## src/rtl/txe_pkg.sv

```systemverilog
package txe_pkg;
    localparam int REG_AW = 3;
    localparam logic [REG_AW-1:0] A_DATA  = 3'd0;
    localparam logic [REG_AW-1:0] A_CTRL  = 3'd1;
    localparam logic [REG_AW-1:0] A_RXD   = 3'd2;
    localparam logic [REG_AW-1:0] A_STAT  = 3'd3;
    localparam logic [REG_AW-1:0] A_LOCAL = 3'd4;
    localparam logic [REG_AW-1:0] A_REMOT = 3'd5;
    localparam logic [REG_AW-1:0] A_IRQ   = 3'd6;

    localparam int HDR_WORDS = 4;

    typedef enum logic [1:0] {
        SEQ_IDLE = 2'd0,
        SEQ_HEAD = 2'd1,
        SEQ_BODY = 2'd2
    } seq_state_t;
endpackage

```

## src/rtl/txe_buffer.sv

```systemverilog
module txe_buffer #(
    parameter int DEPTH = 64,
    localparam int CW = $clog2(DEPTH + 1),
    localparam int PW = $clog2(DEPTH)
) (
    input  logic          clk,
    input  logic          rst_n,
    input  logic          push,
    input  logic [15:0]   push_word,
    input  logic          pop,
    input  logic          clear,
    output logic [CW-1:0] count,
    output logic [PW-1:0] rd_ptr,
    output logic [15:0]   head_word,
    output logic          full
);
    logic [15:0] mem [DEPTH];

    assign full      = (count == CW'(DEPTH));
    assign head_word = mem[rd_ptr];

    always_ff @(posedge clk) begin
        if (push && !full) mem[count[PW-1:0]] <= push_word;
    end

    always_ff @(posedge clk) begin
        if (!rst_n || clear) begin
            count  <= '0;
            rd_ptr <= '0;
        end else begin
            if (push && !full) count <= count + 1'b1;
            if (pop) rd_ptr <= rd_ptr + 1'b1;
        end
    end
endmodule

```

## src/rtl/txe_seq.sv

```systemverilog
module txe_seq
    import txe_pkg::*;
#(
    parameter int DEPTH = 64,
    localparam int CW = $clog2(DEPTH + 1),
    localparam int PW = $clog2(DEPTH)
) (
    input  logic          clk,
    input  logic          rst_n,
    input  logic          start,
    input  logic [CW-1:0] count,
    input  logic [PW-1:0] rd_ptr,
    input  logic [15:0]   body_word,
    input  logic [15:0]   hdr_remote,
    input  logic [15:0]   hdr_local,
    input  logic [7:0]    hdr_type,
    input  logic [7:0]    hdr_blk,
    input  logic          tx_ready,
    output logic [15:0]   tx_data,
    output logic          tx_valid,
    output logic          tx_last,
    output logic          busy,
    output logic          pop,
    output logic          done
);
    seq_state_t state, nstate;
    logic [1:0] hidx;
    logic       hdr_end, body_end;

    assign hdr_end  = (hidx == 2'(HDR_WORDS - 1));
    assign body_end = ({1'b0, rd_ptr} == CW'(count - 1'b1));

    always_ff @(posedge clk) begin
        if (!rst_n) begin
            state <= SEQ_IDLE;
            hidx  <= '0;
        end else begin
            state <= nstate;
            if (state == SEQ_HEAD && tx_ready) hidx <= hidx + 1'b1;
            else if (state == SEQ_IDLE) hidx <= '0;
        end
    end

    always_comb begin
        nstate = state;
        unique case (state)
            SEQ_IDLE: if (start) nstate = SEQ_HEAD;
            SEQ_HEAD: if (tx_ready && hdr_end)
                          nstate = (count == '0) ? SEQ_IDLE : SEQ_BODY;
            SEQ_BODY: if (tx_ready && body_end) nstate = SEQ_IDLE;
            default:  nstate = SEQ_IDLE;
        endcase
    end

    always_comb begin
        tx_valid = 1'b0;
        tx_last  = 1'b0;
        tx_data  = '0;
        pop      = 1'b0;
        done     = 1'b0;
        busy     = (state != SEQ_IDLE);
        unique case (state)
            SEQ_IDLE: ;
            SEQ_HEAD: begin
                tx_valid = 1'b1;
                unique case (hidx)
                    2'd0: tx_data = hdr_remote;
                    2'd1: tx_data = hdr_local;
                    2'd2: tx_data = {hdr_type, hdr_blk};
                    default: tx_data = {count, 1'b0};
                endcase
                tx_last = hdr_end && (count == '0);
                done    = tx_ready && tx_last;
            end
            SEQ_BODY: begin
                tx_valid = 1'b1;
                tx_data  = body_word;
                tx_last  = body_end;
                pop      = tx_ready;
                done     = tx_ready && body_end;
            end
            default: ;
        endcase
    end
endmodule

```

## src/rtl/txe_irq.sv

```systemverilog
module txe_irq (
    input  logic clk,
    input  logic rst_n,
    input  logic done,
    input  logic free,
    input  logic wr,
    input  logic [15:0] wdata,
    output logic ev_done,
    output logic en_free,
    output logic en_done,
    output logic irq
);
    always_ff @(posedge clk) begin
        if (!rst_n) begin
            ev_done <= 1'b0;
            en_free <= 1'b0;
            en_done <= 1'b0;
        end else begin
            if (done) ev_done <= 1'b1;
            else if (wr && wdata[6]) ev_done <= 1'b0;
            if (wr) begin
                en_free <= wdata[13];
                en_done <= wdata[14];
            end
        end
    end

    assign irq = (free && en_free) || (ev_done && en_done);
endmodule

```

## src/rtl/pkt_tx_endpoint.sv

```systemverilog
module pkt_tx_endpoint
    import txe_pkg::*;
#(
    parameter int DEPTH = 64,
    localparam int CW = $clog2(DEPTH + 1),
    localparam int PW = $clog2(DEPTH)
) (
    input  logic        clk,
    input  logic        rst_n,
    input  logic [2:0]  reg_addr,
    input  logic        reg_wr,
    input  logic        reg_rd,
    input  logic [15:0] reg_wdata,
    output logic [15:0] reg_rdata,
    output logic [15:0] tx_data,
    output logic        tx_valid,
    input  logic        tx_ready,
    output logic        tx_last,
    output logic        irq
);
    logic [15:0]   local_addr, remote_addr;
    logic [7:0]    pkt_type, blk_ctr;
    logic          err, busy, full, pop, done, push, start;
    logic          ev_done, en_free, en_done, free;
    logic [CW-1:0] count;
    logic [PW-1:0] rd_ptr;
    logic [15:0]   head_word;

    assign push  = reg_wr && (reg_addr == A_DATA) && !busy;
    assign start = reg_wr && (reg_addr == A_CTRL) && reg_wdata[15] && !busy;
    assign free  = !busy && !full;

    txe_buffer #(.DEPTH(DEPTH)) u_buf (
        .clk(clk), .rst_n(rst_n), .push(push), .push_word(reg_wdata),
        .pop(pop), .clear(done), .count(count), .rd_ptr(rd_ptr),
        .head_word(head_word), .full(full)
    );

    txe_seq #(.DEPTH(DEPTH)) u_seq (
        .clk(clk), .rst_n(rst_n), .start(start), .count(count),
        .rd_ptr(rd_ptr), .body_word(head_word), .hdr_remote(remote_addr),
        .hdr_local(local_addr), .hdr_type(pkt_type), .hdr_blk(blk_ctr),
        .tx_ready(tx_ready), .tx_data(tx_data), .tx_valid(tx_valid),
        .tx_last(tx_last), .busy(busy), .pop(pop), .done(done)
    );

    txe_irq u_irq (
        .clk(clk), .rst_n(rst_n), .done(done), .free(free),
        .wr(reg_wr && reg_addr == A_IRQ), .wdata(reg_wdata),
        .ev_done(ev_done), .en_free(en_free), .en_done(en_done), .irq(irq)
    );

    always_ff @(posedge clk) begin
        if (!rst_n) begin
            local_addr  <= '0;
            remote_addr <= '0;
            pkt_type    <= '0;
            blk_ctr     <= '0;
            err         <= 1'b0;
        end else begin
            if (reg_wr && reg_addr == A_LOCAL) local_addr  <= reg_wdata;
            if (reg_wr && reg_addr == A_REMOT) remote_addr <= reg_wdata;
            if (reg_wr && reg_addr == A_CTRL && !busy) pkt_type <= reg_wdata[7:0];
            if (done) blk_ctr <= blk_ctr + 1'b1;
            if (push && full) err <= 1'b1;
            else if (reg_rd && reg_addr == A_STAT) err <= 1'b0;
        end
    end

    always_comb begin
        unique case (reg_addr)
            A_CTRL:  reg_rdata = {8'h00, pkt_type};
            A_STAT:  reg_rdata = {12'h000, err, full, busy, (!busy && count != '0)};
            A_LOCAL: reg_rdata = local_addr;
            A_REMOT: reg_rdata = remote_addr;
            A_IRQ:   reg_rdata = {1'b0, en_done, en_free, 6'd0, ev_done, free, 5'd0};
            default: reg_rdata = '0;
        endcase
    end
endmodule

```

## config.mk

```make
export PLATFORM = sky130hd
export DESIGN_NAME = pkt_tx_endpoint
export DESIGN_NICKNAME = d
export VERILOG_FILES = /design/src/rtl/txe_pkg.sv /design/src/rtl/txe_buffer.sv /design/src/rtl/txe_seq.sv /design/src/rtl/txe_irq.sv /design/src/rtl/pkt_tx_endpoint.sv
export SDC_FILE = /design/constraint.sdc
export NUM_CORES = 1
export LEC_CHECK = 0
export BUFFER_PORTS_ARGS = -buffer_cell sky130_fd_sc_hd__buf_2
export CORE_UTILIZATION = 50
export CTS_CLUSTER_DIAMETER = 50
export DETAILED_ROUTE_END_ITERATION = 6
export PLACE_DENSITY = 0.68
export SETUP_SLACK_MARGIN = 0.2
export SYNTH_ARGS = -nofsm -noshare
export SYNTH_HDL_FRONTEND = slang
export SYNTH_SLANG_ARGS = --single-unit
export TNS_END_PERCENT = 30
```

## constraint.sdc

```tcl
create_clock -name clk -period 2.7 [get_ports clk]
set_input_delay 0.54 -clock clk [delete_from_list [all_inputs] [get_ports clk]]
set_output_delay 0.54 -clock clk [all_outputs]
set_load 0.05 [all_outputs]
```

* Word-level counts from Yosys, hierarchy flattened
Memories as Yosys holds them, arrays and structs flattened. A register that Yosys moved wholly into a read port is not among the register bits.
Cells that the tools add are included.
** Operators by class
- Shifts and indexed selects :: 0
- $lt $le $gt $ge :: 0
- Reduce and logical (&&, ||, !) cells :: 38
- Divide/modulo/power cells :: 0
- $add $sub $neg :: 5
- Bitwise operators :: 0
- Eq/ne operators :: 15
- Muxes and demuxes :: 22
- Multipliers :: 0
** Operators with widths (number)
- case mux 16 bit (5 select lines) :: 1
- case mux 16 bit (3 select lines) :: 1
- case mux 16 bit (2 select lines) :: 1
- logical AND 1 bit :: 22
- 2-to-1 mux 2 bit :: 6
- 2-to-1 mux 6 bit :: 2
- == test 3 bit, second input constant :: 3
- adder 8 x 1 -> 8 bit, second input constant :: 1
- 2-to-1 mux 1 bit :: 8
- nonzero test 2 bit :: 4
- adder 7 x 1 -> 7 bit, second input constant :: 1
- == test 6 x 7 -> 1 bit :: 1
- == test 7 bit, second input constant :: 1
- zero test 7 bit :: 1
- nonzero test 7 bit :: 1
- subtractor 7 x 1 -> 7 bit, second input constant :: 1
- adder 6 x 1 -> 6 bit, second input constant :: 1
- == test 2 bit, second input constant :: 3
- case mux 2 bit (3 select lines) :: 1
- == test 2 x 1 -> 1 bit, second input constant :: 2
- zero test 2 bit :: 2
- inequality test 2 bit, second input constant :: 2
- case mux 1 bit (2 select lines) :: 2
- == test 3 x 1 -> 1 bit, second input constant :: 1
- other kinds (8) :: 11
** Storage, ports and cells
- Memories :: 1
- Word-level logic and storage cells :: 93
- ROM bits :: 0
- Input bits :: 24
- Memory bits (writable) :: 1024
- Output and inout bits :: 35
- Register bits after elaboration :: 69
- Latch bits :: 0
** Memories
- u_buf.mem :: words 64, bits a word 16, rd ports 1, clocked after Yosys merged registers in 1, write ports 1, line txe_buffer.sv:17 : logic [15:0] mem [DEPTH];

* Depth between registers and ports, before layout
- Word-level depth :: 6
- Depth in mapped cells :: 11
- Gate-level depth less buffers :: 8

* Modules after synthesis
Synthesis repeated with hierarchy kept, for this count alone.
** Unflattened totals
- Cell total of the unflattened synthesis :: 2305
- Area, all modules :: 43863.3 um^2
** By module, submodules not included
- txe_buffer :: area an instance 40306.2 um^2, times used 1, cells each 1852, sequential area each 31129.9 um^2
- pkt_tx_endpoint :: area an instance 2342.2 um^2, times used 1, cells each 288, sequential area each 980.9 um^2
- txe_seq :: area an instance 1098.6 um^2, times used 1, cells each 154, sequential area each 80.1 um^2
- txe_irq :: area an instance 116.4 um^2, times used 1, cells each 11, sequential area each 60.1 um^2

* Least setup slack after synthesis
No wires, ideal clock.
- Path type :: input -> output
- Start point :: input reg_addr[0]
- End point :: output reg_rdata[0]
- Path slack :: -373 ps
- Data arrival time :: 2533 ps
- Stages :: 4
- Required time :: 2160 ps
- Buffers on the path :: 2
- Cells stage by stage :: clkbuf_1 -> buf_1 -> nand2_1 -> o32ai_1
** On the way
- Longest elaborated chain between the ends :: 2
- Elaborated cells on any way between the ends :: 6
- Those cells by class :: 5 x eq/ne; 1 x mux
** Ends and longest elaborated chain
- start: declaration :: line pkt_tx_endpoint.sv:10 : input logic [2:0] reg_addr,
- == test 3 bit, or another cell as far along :: line pkt_tx_endpoint.sv:71 : unique case (reg_addr)
- case mux 16 bit (5 select lines) * :: line pkt_tx_endpoint.sv:71
- end: declaration :: line pkt_tx_endpoint.sv:14 : output logic [15:0] reg_rdata,
Every way passes the cells marked *; elsewhere a longest branch is shown, timed or not.

==> metrics <==
Tot Pwr 34.3 mW; syn_area_per_cell 19.8 µm²; filler instances 5822; worst hold path type primary input to register; Total GRT Usage 0.260; Hold WS 0.162 ns; final hold vios 0; ANT nets after route 0; violated checks design-rule violations, negative setup slack; Final Core Density 0.619; most common cell in the netlist edfxtp_1; DR vias 23800; YS warnings 0; slowest cell on the critical path mux4_2; initial DRC count 2736; worst path bufs/invs 5; routability cong. 0.934; clk sinks 1099; drt drc 3; CTS buffer count 112; H-tree Lvls 3; delay-heaviest family, CP multiplexers; Detailed Routing Iterations Pass 1 7; die width 296 µm; area growth from synthesis to layout 22.5%; die height 296 µm; Vias/cell 6.20; post-layout min period 3.99 ns; final worst-path setup slack -1.29 ns; ys async rst share 0; Slew @ Worst Pin 0.997 ns; WS Path Type register to primary output; WP data required 2.16 ns; area of the multi-input gates 10900 µm²; Peak Freq 251 MHz; pin count of the biggest net entering global routing 69; Max Slew Vio Count 0; clk buf depth 3; Setup crit end kind primary output; max incr delay on CP 0.53 ns; CP Launch Type register; Storage cell area 32300 µm²; Synth Register Bits 1099; Lkg Pwr 16.7 nW; Die Area 87600 µm²; status finished, violations left; Area contributors post-synth edfxtp_1 71%, mux4_2 14%, dfxtp_1 3.5%; max cap viols 0; I/O Buffers 58; TritonCTS clock tree done; Tcrit/Tclk final 1.48; power density over cell area 649 nW/µm²; vias in the first global route 23500; EDFF count, synth 1024; sequential area share after synthesis 0.747; Rows 107; Post-synth top cells 1024 x edfxtp_1, 276 x mux4_2, 159 x nand2_1, 113 x nor2_1, 75 x dfxtp_1; Syn Nets 2221; CP max FO 5; diode count 0; latest clock arrival within the worst-skew pair 0.67 ns; final setup violation count 17; Root Driver clkbuf_16; Post-Syn Area 43200 µm²; top cell type's share of synthesized area 0.712; relative slew slack 0.335; share of layout cells above drive strength 1 0.370; Starting Density 0.506; wire per inst 29.6 µm; total grt overflow 0; routed wire length 114000 µm; first-pass GRT wire length 162000 µm; clk slew on worst S/H paths 0.06 ns; I/O Pins 59; worst path arrival time 3.45 ns; Max Clock Skew 0.0243 ns; worst-path cell chain buf_12 -> buf_12 -> buf_6 -> mux4_2 -> mux4_2 -> nor2b_4 -> a311oi_2 -> buf_4 -> o21ai_4 -> buf_8; Final nets 2632; Yosys cell types 55; worst vdd ir 0.000689 V; RSZ-0062 raised after global routing yes; Cells after Synth 2184; DP HPWL 71100 µm; dominant cell type by area after synthesis edfxtp_1; Post-synth top flop edfxtp_1; CORE AREA 85400 µm²; initial antenna violation count 3
-- state kept, by name, summed over array words and instances, names as in the netlist, 2 cells and up, named ones only --
register	cells
u_buf.mem	1024
local_addr	16
remote_addr	16
blk_ctr	8
pkt_type	8
u_buf.count	7
u_buf.rd_ptr	6
u_seq.hidx	2
u_seq.state	2
-- path summary, 6_finish.rpt --
path	from	endpoint	slack, ns	depth (start not counted)
setup / recovery	register	tx_data[11]	-1.29	10
hold reg to reg	remote_addr[10]	remote_addr[10]	0.47	2
setup reg to reg	u_buf.count[0]	blk_ctr[5]	0.20	9
hold / removal	rst_n	u_seq.state[1]	0.16	3
-- worst reg2reg max path, stage by stage, from the launching register on --
cell     delay [ns]
dfxtp_2        0.34
inv_4          0.09
ha_4           0.14
nor3b_4        0.24
o21ai_1        0.11
a21o_1         0.23
buf_4          0.15
o31a_2         0.43
or4_1          0.52
a21oi_1        0.16
-- metrics by stage --
stage               setup slack, ns  cell area (µm²)  std cells  TNS, ns
floorplan                    -0.102            43600       2184    -6.46
global placement             -0.927            48200       3583    -9.27
detailed placement           -0.914            48200       3583    -9.28
CTS                           -1.30            52400       3816   -19.17
global route                  -1.38            52900       3839   -20.17
finish                        -1.29            52900       3839   -18.84
-- power by group --
group	internal, mW	switching, mW	leakage, nW
logic	0.131	0.430	5.09
registers	18.6	0.0139	9.81
clock network	8.65	6.49	1.76
total	27.4	6.93	16.7
-- logic make-up (layout without fill, tap and decap cells) --
| kind of cell | Yosys count | in the layout | synth area share |
|---|---|---|---|
| muxes | 342 | 342 | 0.159 |
| adders and majority gates | 13 | 13 | 0.00377 |
| AOI/OAI and AO/OA | 206 | 206 | 0.0317 |
| xor gates and xnor gates | 19 | 19 | 0.00385 |
| DFF | 1099 | 1099 | 0.747 |
| buffers and inverters | 137 | 648 | 0.0165 |
| and+or+nand+nor | 368 | 368 | 0.0380 |
-- placed cells by master (no fill, tap or decap), types with 12 or more instances in the layout --
| cell | count |
|---|---|
| dfxtp_1 | 64 |
| a31oi_1 | 12 |
| mux4_2 | 276 |
| clkbuf_1 | 18 |
| edfxtp_1 | 1024 |
| nand2_1 | 147 |
| o22ai_1 | 14 |
| clkbuf_16 | 117 |
| inv_1 | 12 |
| o21ai_0 | 18 |
| nor2_4 | 20 |
| nand3_1 | 17 |
| buf_2 | 37 |
| a21oi_1 | 60 |
| a22oi_1 | 13 |
| nor2_1 | 70 |
| buf_12 | 103 |
| mux2i_1 | 58 |
| a222oi_1 | 16 |
| clkinv_1 | 30 |
| nor2_2 | 23 |
| buf_6 | 20 |
| buf_4 | 243 |
| clkinv_2 | 18 |
-- final cells by class --
class                      instances  share of cell area
timing repair buffer             417              0.0873
sequential                      1099               0.610
clock inverter                    82              0.0135
multi-input combinational        948               0.206
clock buffer                     132              0.0552
inverter                          17             0.00125
tap                             1144              0.0271
-- repair_timing --
action,CTS,global route
pin swaps,8,16
cloned,2,3
buffers inserted,17,20
resized for setup,96,60
setup endpoints to repair,28,66
hold buffers,0,0
-- metal layers --
layer  wire (µm)  GRT usage  part of all wire
met3       10100     0.0448             0.089
met1       44800      0.366              0.39
met2       56000      0.422              0.49
met5          26          0           0.00023
met4        2620     0.0715             0.023
(Power assumes the default switching activity.)
